File: src/rtl/tpoll_pkg.sv
// Shared types for the toggle-bit completion poller.
package tpoll_pkg;

    // Controller sequence states.
    typedef enum logic [2:0] {
        ST_IDLE,
        ST_RD_A,
        ST_RD_B,
        ST_JUDGE,
        ST_RST_CMD
    } tpoll_state_e;

    // Outcome of judging one completed pair of reads.
    typedef enum logic [2:0] {
        VD_PASS,
        VD_AGAIN,
        VD_RECHECK,
        VD_FAIL_TOGGLE,
        VD_FAIL_BUDGET
    } tpoll_verdict_e;

endpackage

File: src/rtl/tpoll_sample_regs.sv
// Holds the status bits of the two reads of the current pair.
// Only the toggle bit of each read and the timeout bit of the second read
// are kept; the rest of the byte is dropped here on purpose.
// Assumes cap_a and cap_b are never high in the same cycle.
module tpoll_sample_regs #(
    parameter int DATA_W      = 8,
    parameter int TOGGLE_BIT  = 6,
    parameter int TIMEOUT_BIT = 5
) (
    input  logic              clk,
    input  logic              rst_n,
    input  logic              cap_a,
    input  logic              cap_b,
    input  logic [DATA_W-1:0] din,
    output logic              tog_a,
    output logic              tog_b,
    output logic              tmo_b
);

    logic unused_din_bits;
    assign unused_din_bits = ^din;

    // Capture the relevant bits of each read of the pair.
    always_ff @(posedge clk) begin
        if (!rst_n) begin
            tog_a <= 1'b0;
            tog_b <= 1'b0;
            tmo_b <= 1'b0;
        end else begin
            if (cap_a) begin
                tog_a <= din[TOGGLE_BIT];
            end
            if (cap_b) begin
                tog_b <= din[TOGGLE_BIT];
                tmo_b <= din[TIMEOUT_BIT];
            end
        end
    end

endmodule

File: src/rtl/tpoll_verdict.sv
// Combinational decision for one completed pair of reads.
// Assumes its inputs are stable while the controller is in its judge state.
module tpoll_verdict
    import tpoll_pkg::*;
(
    input  logic           tog_a,
    input  logic           tog_b,
    input  logic           tmo_b,
    input  logic           recheck,
    input  logic           budget_spent,
    output tpoll_verdict_e verdict
);

    logic toggled;
    assign toggled = tog_a ^ tog_b;

    // Rank the outcomes: a stable bit wins, then the recheck result, then the timeout flag, then the budget.
    always_comb begin
        if (!toggled) begin
            verdict = VD_PASS;
        end else if (recheck) begin
            verdict = VD_FAIL_TOGGLE;
        end else if (tmo_b) begin
            verdict = VD_RECHECK;
        end else if (budget_spent) begin
            verdict = VD_FAIL_BUDGET;
        end else begin
            verdict = VD_AGAIN;
        end
    end

endmodule

File: src/rtl/tpoll_budget.sv
// Counts judged pairs since start and flags when the pair now being judged
// is the last one allowed. MAX_PAIRS = 0 turns the limit off.
// Assumes clear and bump are never high in the same cycle.
module tpoll_budget #(
    parameter int MAX_PAIRS = 64
) (
    input  logic clk,
    input  logic rst_n,
    input  logic clear,
    input  logic bump,
    output logic spent
);

    localparam int CNT_W = (MAX_PAIRS > 1) ? $clog2(MAX_PAIRS) : 1;
    localparam int LIMIT = (MAX_PAIRS > 0) ? MAX_PAIRS - 1 : 0;
    localparam logic [CNT_W-1:0] LIMIT_V = CNT_W'(LIMIT);
    localparam bit HAS_LIMIT = (MAX_PAIRS > 0);

    logic [CNT_W-1:0] cnt;

    // Saturating count of pairs already judged in this poll.
    always_ff @(posedge clk) begin
        if (!rst_n || clear) begin
            cnt <= '0;
        end else if (bump && cnt != LIMIT_V) begin
            cnt <= cnt + 1'b1;
        end
    end

    assign spent = HAS_LIMIT && (cnt == LIMIT_V);

    // the counter never passes the last allowed pair index.
    assert_budget_sat_R7: assert property (@(posedge clk) disable iff (!rst_n)
        cnt <= LIMIT_V);

endmodule

File: src/rtl/toggle_poll_ctrl.sv
// Toggle-bit completion poller: reads the status byte in pairs after start,
// compares the toggle bit, rechecks once when the timeout flag is seen,
// and requests a reset-command write before reporting a failure.
// Assumes read_ack and reset_cmd_ack come only in response to their requests.
module toggle_poll_ctrl
    import tpoll_pkg::*;
#(
    parameter int DATA_W      = 8,
    parameter int TOGGLE_BIT  = 6,
    parameter int TIMEOUT_BIT = 5,
    parameter int MAX_PAIRS   = 64
) (
    input  logic              clk,
    input  logic              rst_n,
    input  logic              start,
    output logic              read_req,
    input  logic              read_ack,
    input  logic [DATA_W-1:0] read_data,
    output logic              reset_cmd_req,
    input  logic              reset_cmd_ack,
    output logic              done,
    output logic              pass,
    output logic              fail
);

    tpoll_state_e   state;
    tpoll_verdict_e verdict;
    logic           recheck;
    logic           tog_a, tog_b, tmo_b;
    logic           budget_spent;
    logic           launch;

    assign launch        = (state == ST_IDLE) && start;
    assign read_req      = (state == ST_RD_A) || (state == ST_RD_B);
    assign reset_cmd_req = (state == ST_RST_CMD);

    tpoll_sample_regs #(
        .DATA_W     (DATA_W),
        .TOGGLE_BIT (TOGGLE_BIT),
        .TIMEOUT_BIT(TIMEOUT_BIT)
    ) u_samples (
        .clk  (clk),
        .rst_n(rst_n),
        .cap_a((state == ST_RD_A) && read_ack),
        .cap_b((state == ST_RD_B) && read_ack),
        .din  (read_data),
        .tog_a(tog_a),
        .tog_b(tog_b),
        .tmo_b(tmo_b)
    );

    tpoll_budget #(
        .MAX_PAIRS(MAX_PAIRS)
    ) u_budget (
        .clk  (clk),
        .rst_n(rst_n),
        .clear(launch),
        .bump (state == ST_JUDGE),
        .spent(budget_spent)
    );

    tpoll_verdict u_verdict (
        .tog_a       (tog_a),
        .tog_b       (tog_b),
        .tmo_b       (tmo_b),
        .recheck     (recheck),
        .budget_spent(budget_spent),
        .verdict     (verdict)
    );

    // Sequence reads, judging, the reset request and the one-cycle result.
    always_ff @(posedge clk) begin
        if (!rst_n) begin
            state   <= ST_IDLE;
            recheck <= 1'b0;
            done    <= 1'b0;
            pass    <= 1'b0;
            fail    <= 1'b0;
        end else begin
            done <= 1'b0;
            pass <= 1'b0;
            fail <= 1'b0;
            case (state)
                ST_IDLE: begin
                    if (start) begin
                        state   <= ST_RD_A;
                        recheck <= 1'b0;
                    end
                end
                ST_RD_A: begin
                    if (read_ack) state <= ST_RD_B;
                end
                ST_RD_B: begin
                    if (read_ack) state <= ST_JUDGE;
                end
                ST_JUDGE: begin
                    case (verdict)
                        VD_PASS: begin
                            done  <= 1'b1;
                            pass  <= 1'b1;
                            state <= ST_IDLE;
                        end
                        VD_AGAIN:   state <= ST_RD_A;
                        VD_RECHECK: begin
                            recheck <= 1'b1;
                            state   <= ST_RD_A;
                        end
                        default:    state <= ST_RST_CMD;
                    endcase
                end
                ST_RST_CMD: begin
                    if (reset_cmd_ack) begin
                        done  <= 1'b1;
                        fail  <= 1'b1;
                        state <= ST_IDLE;
                    end
                end
                default: state <= ST_IDLE;
            endcase
        end
    end

    // a read request is held until it is acknowledged.
    assert_read_hold_R2: assert property (@(posedge clk) disable iff (!rst_n)
        (read_req && !read_ack) |=> read_req);

    // the reset-command request is held until it is acknowledged.
    assert_rst_hold_R6: assert property (@(posedge clk) disable iff (!rst_n)
        (reset_cmd_req && !reset_cmd_ack) |=> reset_cmd_req);

    // a failure is reported only right after an acknowledged reset command.
    assert_fail_after_rst_R6: assert property (@(posedge clk) disable iff (!rst_n)
        fail |-> $past(reset_cmd_req && reset_cmd_ack));

    // done is a single-cycle strobe.
    assert_done_pulse_R9: assert property (@(posedge clk) disable iff (!rst_n)
        done |=> !done);

    // exactly one result flag accompanies done, none without it.
    assert_result_onehot_R9: assert property (@(posedge clk) disable iff (!rst_n)
        $countones({pass, fail}) == (done ? 1 : 0));

    // once done is raised, no read or reset request is outstanding.
    assert_quiet_at_done_R3: assert property (@(posedge clk) disable iff (!rst_n)
        done |-> (!read_req && !reset_cmd_req));

endmodule

File: config.mk
export PLATFORM = sky130hd
export DESIGN_NAME = toggle_poll_ctrl
export DESIGN_NICKNAME = d
export VERILOG_FILES = /design/src/rtl/tpoll_pkg.sv /design/src/rtl/tpoll_sample_regs.sv /design/src/rtl/tpoll_verdict.sv /design/src/rtl/tpoll_budget.sv /design/src/rtl/toggle_poll_ctrl.sv
export SDC_FILE = /design/constraint.sdc
export NUM_CORES = 1
export LEC_CHECK = 0
export BUFFER_PORTS_ARGS = -buffer_cell sky130_fd_sc_hd__buf_2
export CAP_MARGIN = 20
export CORE_MARGIN = 8
export CORE_UTILIZATION = 45
export DETAILED_ROUTE_END_ITERATION = 12
export GPL_TIMING_DRIVEN = 0
export HOLD_SLACK_MARGIN = 0.12
export PLACE_DENSITY = 0.78
export SETUP_SLACK_MARGIN = 0.2
export SKIP_LAST_GASP = 1
export SYNTH_ARGS = -nofsm -noshare
export SYNTH_HDL_FRONTEND = slang
export SYNTH_SLANG_ARGS = --single-unit
File: constraint.sdc
create_clock -name clk -period 2.1 [get_ports clk]
set_input_delay 0.42 -clock clk [delete_from_list [all_inputs] [get_ports clk]]
set_output_delay 0.42 -clock clk [all_outputs]
set_load 0.03 [all_outputs]
---- Word level (Yosys, flattened, before mapping) ----
Index checks and enable logic that the tools add are counted.
storage, ports and cells
  flip-flop bits (word level) ............. 16
  bits of input ports ..................... 13
  output and inout bits ................... 5
operators by class
  add/sub/neg operators ................... 1
  equal/unequal tests ..................... 13
  mux-type cells .......................... 16
  bitwise operators ....................... 1
  reduce and logical (&&, ||, !) cells .... 15
operator list
  kind                 count
  $mux 3               8
  $pmux 3 s5           1
  $eq 3x2->1 const B   3
  $ne 2x2->1 const B   4
  $add 6x1->6 const B  1
  $eq 3x1->1 const B   2
  $eq 6x6->1 const B   1
  $logic_not 3->1      2
  $ne 6x6->1 const B   1
  $pmux 3 s2           1
  $logic_and 1x1->1    4
  $mux 1               4
  $pmux 1 s2           2
  $reduce_and 2->1     2
  $reduce_and 4->1     1
  $eq 3x3->1 const B   1
  $reduce_and 3->1     1
  $logic_or 1x1->1     2
  $ne 2x1->1 const B   1
  $reduce_bool 2->1    1
  $reduce_or 2->1      1
  $logic_not 1->1      1
  $xor 1x1->1          1

---- Longest topological paths before layout ----
Gate-level depths: netlist of the first run.
  word-level depth ........................ 9
  mapped depth ............................ 4
  gate-level depth less buffers ........... 4

---- Hierarchy ----
A second synthesis of the first run with hierarchy kept.
second synthesis, totals
  cells, all modules ...................... 86
  area, all modules ....................... 827.0 um^2
by module, submodules not included
  module             times used  cells an instance  area an instance (um^2)  sequential area each (um^2)
  toggle_poll_ctrl   1           38                 351.6                    140.1
  tpoll_budget       1           33                 329.1                    120.1
  tpoll_sample_regs  1           9                  108.9                    60.1
  tpoll_verdict      1           6                  37.5                     0.0

---- Least setup slack after synthesis of the first run ----
Ideal clock, no wire load.
  path type ............................... register -> output
  from .................................... register state[1]
  to ...................................... output read_req
  arrival time ............................ 1099 ps
  data required time ...................... 1680 ps
  setup slack ............................. 581 ps
  stages on the path, launching flop included .. 4
  cell sequence ........................... dfxtp_1 > buf_2 > xnor2_1 > nor2_1
on the way
  word-level cells in the longest chain between the ends .. 2
ends and longest elaborated chain
  item                                      RTL line                text
  start, declared                           toggle_poll_ctrl.sv:26  tpoll_state_e state;
  start signal, assigned                    toggle_poll_ctrl.sv:74  state <= ST_IDLE;
  start signal, assigned                    toggle_poll_ctrl.sv:86  state <= ST_RD_A;
  start signal, assigned                    toggle_poll_ctrl.sv:91  if (read_ack) state <= ST_RD_B;
  $eq 3x1->1 or $eq 3x2->1 (tied branches)  toggle_poll_ctrl.sv:34  assign read_req = (state == ST_RD_A) || (state == ST_RD_B);
  $logic_or 1x1->1 *                        toggle_poll_ctrl.sv:34
  end, declared                             toggle_poll_ctrl.sv:16  output logic read_req,
Mark *: on every way between the ends. The rest lies on a longest branch, timed or not.

---- Worst setup path in the final report of the first run ----
  from .................................... register state[2]
  to ...................................... output reset_cmd_req
on the way
  word-level cells in the longest chain between the ends .. 1
ends and longest elaborated chain
  item           RTL line                text
  $eq 3x3->1     toggle_poll_ctrl.sv:35  assign reset_cmd_req = (state == ST_RST_CMD);
  end, declared  toggle_poll_ctrl.sv:19  output logic reset_cmd_req,
No other way between the ends.

==> impl_metrics.tcl, run 1 <==
set metrics [dict create \
    setup_viol 0 \
    synth-edff-count 0 \
    path_class "flop to primary output" \
    ys_seq_area_frac 0.3759 \
    p_leak_nw 0.3836 \
    worstSkewPairLatency_ps 290 \
    io_pins 18 \
    drive_above_1_share 0.2621 \
    fmax_mhz 564.5 \
    finClkSkew_ps 8.430 \
    relSlewSlack 0.7214 \
    start_kind "flop" \
    pwr-share-seq 0.528 \
    syn_nets 102 \
    yosys-top-cells-count "dfxtp_1 (16), nand3_1 (5), clkbuf_1 (4), mux2i_1 (4)" \
    grt_max_degree 11 \
    synth_top_cell_area_share 0.3759 \
    ir_drop_uv 483.4 \
    cts_tree "built" \
    netlist_area_sq_um 852.1 \
    hold_buffers 0 \
    worstPathArrival_ps 1350 \
    grt_pass1_vias 695 \
    power.share.switching 0.2485 \
    routabilityCongestion 0.8252 \
    ys.warnings.count 0 \
    required_ps 1680 \
    synthCells 88 \
    drt_iter0_drc 14 \
    yosysMostFrequentCell "dfxtp_1" \
    path_clk_slew_ps 90 \
    async_flop_share 0 \
    track_usage 0.1099 \
    p_sw_uw 148.3 \
    drt-wirelength-per-cell_microns 13.03 \
    die_w_microns 59.52 \
    drc 0 \
    grt_pass1_wl_mm 3.022 \
    area_growth_pct 15.57 \
    dr.pass1.iters 4 \
    yosys-top-cells-area "dfxtp_1 (38%), mux2i_1 (4.7%), or4b_1 (3.5%), nand4b_1 (3.1%), nand3_1 (2.9%)" \
    grt-ovfl-total 0 \
    rows 15 \
    maxCapViolCount 0 \
    ant_nets 0 \
    avgViaCountPerCell 5.484 \
    antenna_found_initial 0 \
    placeableCoreArea_sq_um 1745 \
    synth.avg_cell_area_sq_um 9.683 \
    rr_startpoint "u_budget.cnt[0]" \
    htree_levels 1 \
    start_util 0.4882 \
    status "finished, final reports clean" \
    drt_wl_total_mm 1.668 \
    utilization 0.5642 \
    vias 702 \
    synth_top_area_cell "dfxtp_1" \
    max_slew.worst_pin.slew_ps 412.1 \
    min_period_ps 1771 \
    die_area_sq_um 3542 \
    hold_class "input pin to flop" \
    cp_max_fo 10 \
    crit_start "state[2]" \
    cell_internal_pwr_uw 448.6 \
    drv_slew 0 \
    power.density_nw_per_um2 606.2 \
    n_antenna_cell 0 \
    p_clk_frac 0.335 \
    power_uw 596.9 \
    final.setup.tns_ps 0 \
    hold_start "reset_cmd_ack" \
    die_h_microns 59.52 \
    cts_root_buf "clkbuf_4" \
    critical_path.endpoint_type "primary output" \
    final-hold-violation-count 0 \
    ys_types 43 \
    dp_hpwl_mm 1.263 \
    numCtsBuffers 3 \
    clkSinkCount 16 \
    numPortBuffers 11 \
    rsz0062_at_grt "true" \
    p_comb_frac 0.137 \
    ys_seq_elements 16 \
    finalNetCount 118 \
    synth_flop_cell "dfxtp_1" \
    post_cts_buffers 0 \
    cts_buffer_depth 2 \
    finalCritPeriodShare 0.8435 \
]
==> critical path: stages, from the launching register on <==
cell	delay, ps
dfxtp_1	390
clkbuf_2	210
nor3b_4	230
buf_2	230
==> cell type report <==
type / count / area, sq um
buffer: 6 / 35.03
sequential: 16 / 320.3
clock buffer: 4 / 36.28
fill: 157 / 760.7
tap: 25 / 31.28
timing repair buffer: 11 / 55.05
multi-input combinational: 64 / 499.2
inverter: 2 / 7.507
==> flip-flops by register name, summed over array words and instances, names as in the netlist <==
register and cells:
done 1, fail 1, pass 1, recheck 1, state 3, u_budget.cnt 6, u_samples.tmo_b 1, u_samples.tog_a 1
u_samples.tog_b 1
==> worst paths after layout <==
| kind | to | slack, ps | depth (start not counted) |
|---|---|---|---|
| worst max-delay path | reset_cmd_req | 330 | 3 |
| worst min-delay path | fail | 380 | 2 |
| worst max register to register | u_budget.cnt[3] | 640 | 4 |
| worst min register to register | u_samples.tog_a | 490 | 2 |
==> stage by stage <==
stage                     worst slack, ps  hold WS [ps]  instances  instance area [sq um]
after floorplan                     580.7         440.7         88                  852.1
after global placement              539.1         470.3        124                  938.4
after detailed placement            520.5         475.7        124                  938.4
after CTS                           293.0         377.6        128                  975.9
after global routing                192.5         373.4        128                  984.7
final                               328.6         383.3        128                  984.7
==> metal layers <==
layer	track usage	wire length [microns]	up-vias
met5	0	0	-
met4	0.03061	22	0
met3	0.04555	58	4
met2	0.1741	791	13
met1	0.1314	796	316
li1	-	-	369
==> what timing repair did <==
item,CTS,global route
endpoints found under the setup margin,1,2
resized for setup,1,2
cloned,0,0
==> power groups by stage <==
| stage | Sequential [mW] | Combinational, mW | Clock, mW |
|---|---|---|---|
| floorplan | 0.322 | 0.0574 | 0 |
| global placement | 0.322 | 0.0782 | 0 |
| detailed placement | 0.323 | 0.0798 | 0 |
| CTS | 0.315 | 0.0799 | 0.210 |
| global route | 0.317 | 0.0899 | 0.232 |
| finish | 0.315 | 0.0815 | 0.200 |
==> cells by family after synthesis <==
group	synth area share
multiplexers	0.07342
XOR/XNOR	0.02056
flip-flops	0.3759
AND/OR/NAND/NOR	0.3216
buffers and inverters	0.04551
adder cells (fa/ha/maj)	0.01468
AO/OA/AOI/OAI	0.1483
==> layout by cell type, fill, tap and decap left out, types with 2 or more instances in the layout <==
cell type,n
dfxtp_1,16
buf_2,11
nand3_1,5
clkbuf_4,4
mux2i_1,4
nor2_1,3
nor3_1,3
nand2_1,3
nand4b_1,3
and3_1,3
clkbuf_1,3
or4b_1,3
a211oi_1,3
inv_1,2
mux2_2,2
a31oi_1,2
nor2b_1,2
a21oi_1,2
o31ai_1,2
(Power assumes the default switching activity.)
==> run 2, diff against run 1 <==
--- a/config.mk
+++ b/config.mk
@@ -5,6 +5,7 @@
 export SDC_FILE = /design/constraint.sdc
 export NUM_CORES = 1
 export LEC_CHECK = 0
+export ABC_AREA = 1
 export BUFFER_PORTS_ARGS = -buffer_cell sky130_fd_sc_hd__buf_2
 export CAP_MARGIN = 20
 export CORE_MARGIN = 8
@@ -12,7 +13,7 @@
 export DETAILED_ROUTE_END_ITERATION = 12
 export GPL_TIMING_DRIVEN = 0
 export HOLD_SLACK_MARGIN = 0.12
-export PLACE_DENSITY = 0.78
+export PLACE_DENSITY = 0.79
 export SETUP_SLACK_MARGIN = 0.2
 export SKIP_LAST_GASP = 1
 export SYNTH_ARGS = -nofsm -noshare
==> constraint.sdc (replaced) <==
create_clock -name clk -period 1.7 [get_ports clk]
set_input_delay 0.34 -clock clk [delete_from_list [all_inputs] [get_ports clk]]
set_output_delay 0.34 -clock clk [all_outputs]
set_load 0.03 [all_outputs]
==> impl_metrics.tcl, run 2 <==
set metrics [dict create \
    finClkSkew_ps 1.376 \
    cts_buffer_depth 2 \
    yosys-top-cells-count "nand2_1 (28), inv_1 (17), dfxtp_1 (16)" \
    required_ps 1360 \
    ant_nets 0 \
    routabilityCongestion 0.8298 \
    drt_iter0_drc 13 \
    die_w_microns 57.69 \
    maxCapViolCount 0 \
    status "finished, final reports clean" \
    largest_reg_flops 6 \
    track_usage 0.1027 \
    final_area_sq_um 943.4 \
    final-hold-violation-count 0 \
    htree_levels 1 \
    cts_root_buf "clkbuf_4" \
    die_h_microns 57.69 \
    power.share.switching 0.3151 \
    layout.cells.non_filler 141 \
    n_antenna_cell 0 \
    grt_pass1_wl_mm 2.753 \
    vias 699 \
    finalCritPeriodShare 0.8470 \
    p_sw_uw 279.7 \
    placeableCoreArea_sq_um 1689 \
    setup_ws_ps 260.0 \
    reg_top3 "u_budget.cnt x6, state x3" \
    hold_buffers 0 \
    die_area_sq_um 3328 \
    critical_path.endpoint_type "primary output" \
    ys_seq_elements 16 \
    worstPathArrival_ps 1100 \
    worstSetupEndpoint "reset_cmd_req" \
    top_register "u_budget.cnt" \
    cell_internal_pwr_uw 608.1 \
    drt-wirelength-per-cell_microns 11.21 \
    syn_nets 122 \
    worstSkewPairLatency_ps 280 \
    area_growth_pct 20.64 \
    fmax_mhz 694.5 \
    ys_seq_area_frac 0.4096 \
    ys_types 22 \
    numCtsBuffers 3 \
    layout_common_cells "nand2_1 (27), inv_1 (16), dfxtp_1 (14), a21oi_1 (10), buf_2 (9)" \
    numPortBuffers 11 \
    crit_start "state[1]" \
    r2r_slack_ps 320 \
    synth_top_area_cell "dfxtp_1" \
    rsz0062_at_grt "true" \
    path_class "flop to primary output" \
    p_leak_nw 0.4319 \
    netlist_area_sq_um 782.0 \
    final_common_cell "nand2_1" \
    max_slew.worst_pin.slew_ps 273.7 \
    grt_max_degree 10 \
    cp_max_fo 4 \
    ir_drop_uv 497.8 \
    ys.warnings.count 0 \
    synthCells 108 \
    pwr-share-seq 0.473 \
    rr_startpoint "u_budget.cnt[0]" \
    drive_above_1_share 0.2661 \
    async_flop_share 0 \
    path_clk_slew_ps 90 \
    hold_class "input pin to flop" \
    rows 15 \
    yosysMostFrequentCell "nand2_1" \
    rr_worst_depth 7 \
    p_clk_frac 0.280 \
    io_pins 18 \
    synth_top_cell_area_share 0.4096 \
    dr.pass1.iters 4 \
    drt_wl_total_mm 1.580 \
    finalNetCount 139 \
    reg2reg_to "u_budget.cnt[3]" \
    start_util 0.4630 \
    dpl_cell_area_sq_um 858.3 \
    pre_cts_slack_ps 266.9 \
    grt_pass1_vias 704 \
    drc 0 \
    final.setup.tns_ps 0 \
    grt-ovfl-total 0 \
    p_comb_frac 0.247 \
    start_kind "flop" \
    setup_viol 0 \
    drv_slew 0 \
    antenna_found_initial 0 \
    dp.cells 136 \
    dp_hpwl_mm 1.209 \
    synth.avg_cell_area_sq_um 7.241 \
    clkSinkCount 16 \
    hold_ws_ps 310.2 \
    cts_tree "built" \
    min_period_ps 1440 \
    avgViaCountPerCell 4.957 \
    yosys-top-cells-area "dfxtp_1 (41%), nand2_1 (13%), inv_1 (8.2%), a21oi_1 (6.4%), nor2_8 (5.1%)" \
    power.density_nw_per_um2 941.1 \
    relSlewSlack 0.8169 \
    synth-edff-count 0 \
    synth_flop_cell "dfxtp_1" \
]
run 2: timing repair:
item                                    in CTS  in global routing
gates resized for setup                      4                 10
endpoints found under the setup margin       2                  8
setup buffers                                0                  1
pin swaps                                    0                  2
cloned                                       0                  0
run 2: logic make-up after synthesis:
group,share of synthesized area
simple gates,0.3680
xor+xnor,0.01120
flops,0.4096
buf+inv,0.08639
fa+ha+maj,0.01600
compound gates,0.1088
run 2: worst min path at each step:
stage	slack, ps	end	cells past startpoint	start
after floorplan	440	u_samples.tog_b	2	u_samples.tog_b
after global placement	450	u_samples.tog_b	2	u_samples.tog_b
after detailed placement	460	u_samples.tog_b	2	u_samples.tog_b
after CTS	290	fail	3	reset_cmd_ack
after global routing	310	fail	3	reset_cmd_ack
final	310	fail	3	reset_cmd_ack
run 2: per-stage QoR:
step | power (mW) | util
global placement | 0.6040 | 0.5081
detailed placement | 0.6113 | 0.5081
global route | 0.9426 | 0.5585
finish | 0.8878 | 0.5585
CTS | 0.8703 | 0.5341
floorplan | 0.5640 | -
run 2: power groups by stage:
| stage | sequential, mW | clock (mW) | combinational [mW] |
|---|---|---|---|
| 2_1_floorplan | 0.422 | 0 | 0.142 |
| 3_3_place_gp | 0.422 | 0 | 0.182 |
| 3_5_place_dp | 0.422 | 0 | 0.189 |
| 4_1_cts | 0.416 | 0.259 | 0.195 |
| 5_1_grt | 0.423 | 0.272 | 0.247 |
| 6_report | 0.420 | 0.249 | 0.219 |
run 2: metal layers:
metal,GRT usage,up-vias,routed length [microns]
met5,0,-,0
met4,0.02098,0,14
met3,0.04194,2,79
met2,0.1865,15,771
met1,0.1087,309,713
li1,-,373,-
run 2: area by class of cell:
| class | count | area (sq um) |
|---|---|---|
| fillers | 164 | 745.7 |
| multi-input cells | 74 | 419.2 |
| flip-flops and latches | 16 | 327.8 |
| repair buffers | 12 | 71.32 |
| inverters | 18 | 67.56 |
| clock buffers | 4 | 36.28 |
| well taps | 17 | 21.27 |
run 2: critical path: stages (launching register included):
cell and delay, ps:
dfxtp_1 430, inv_2 100, nand3_2 80, inv_1 40, clkbuf_4 170
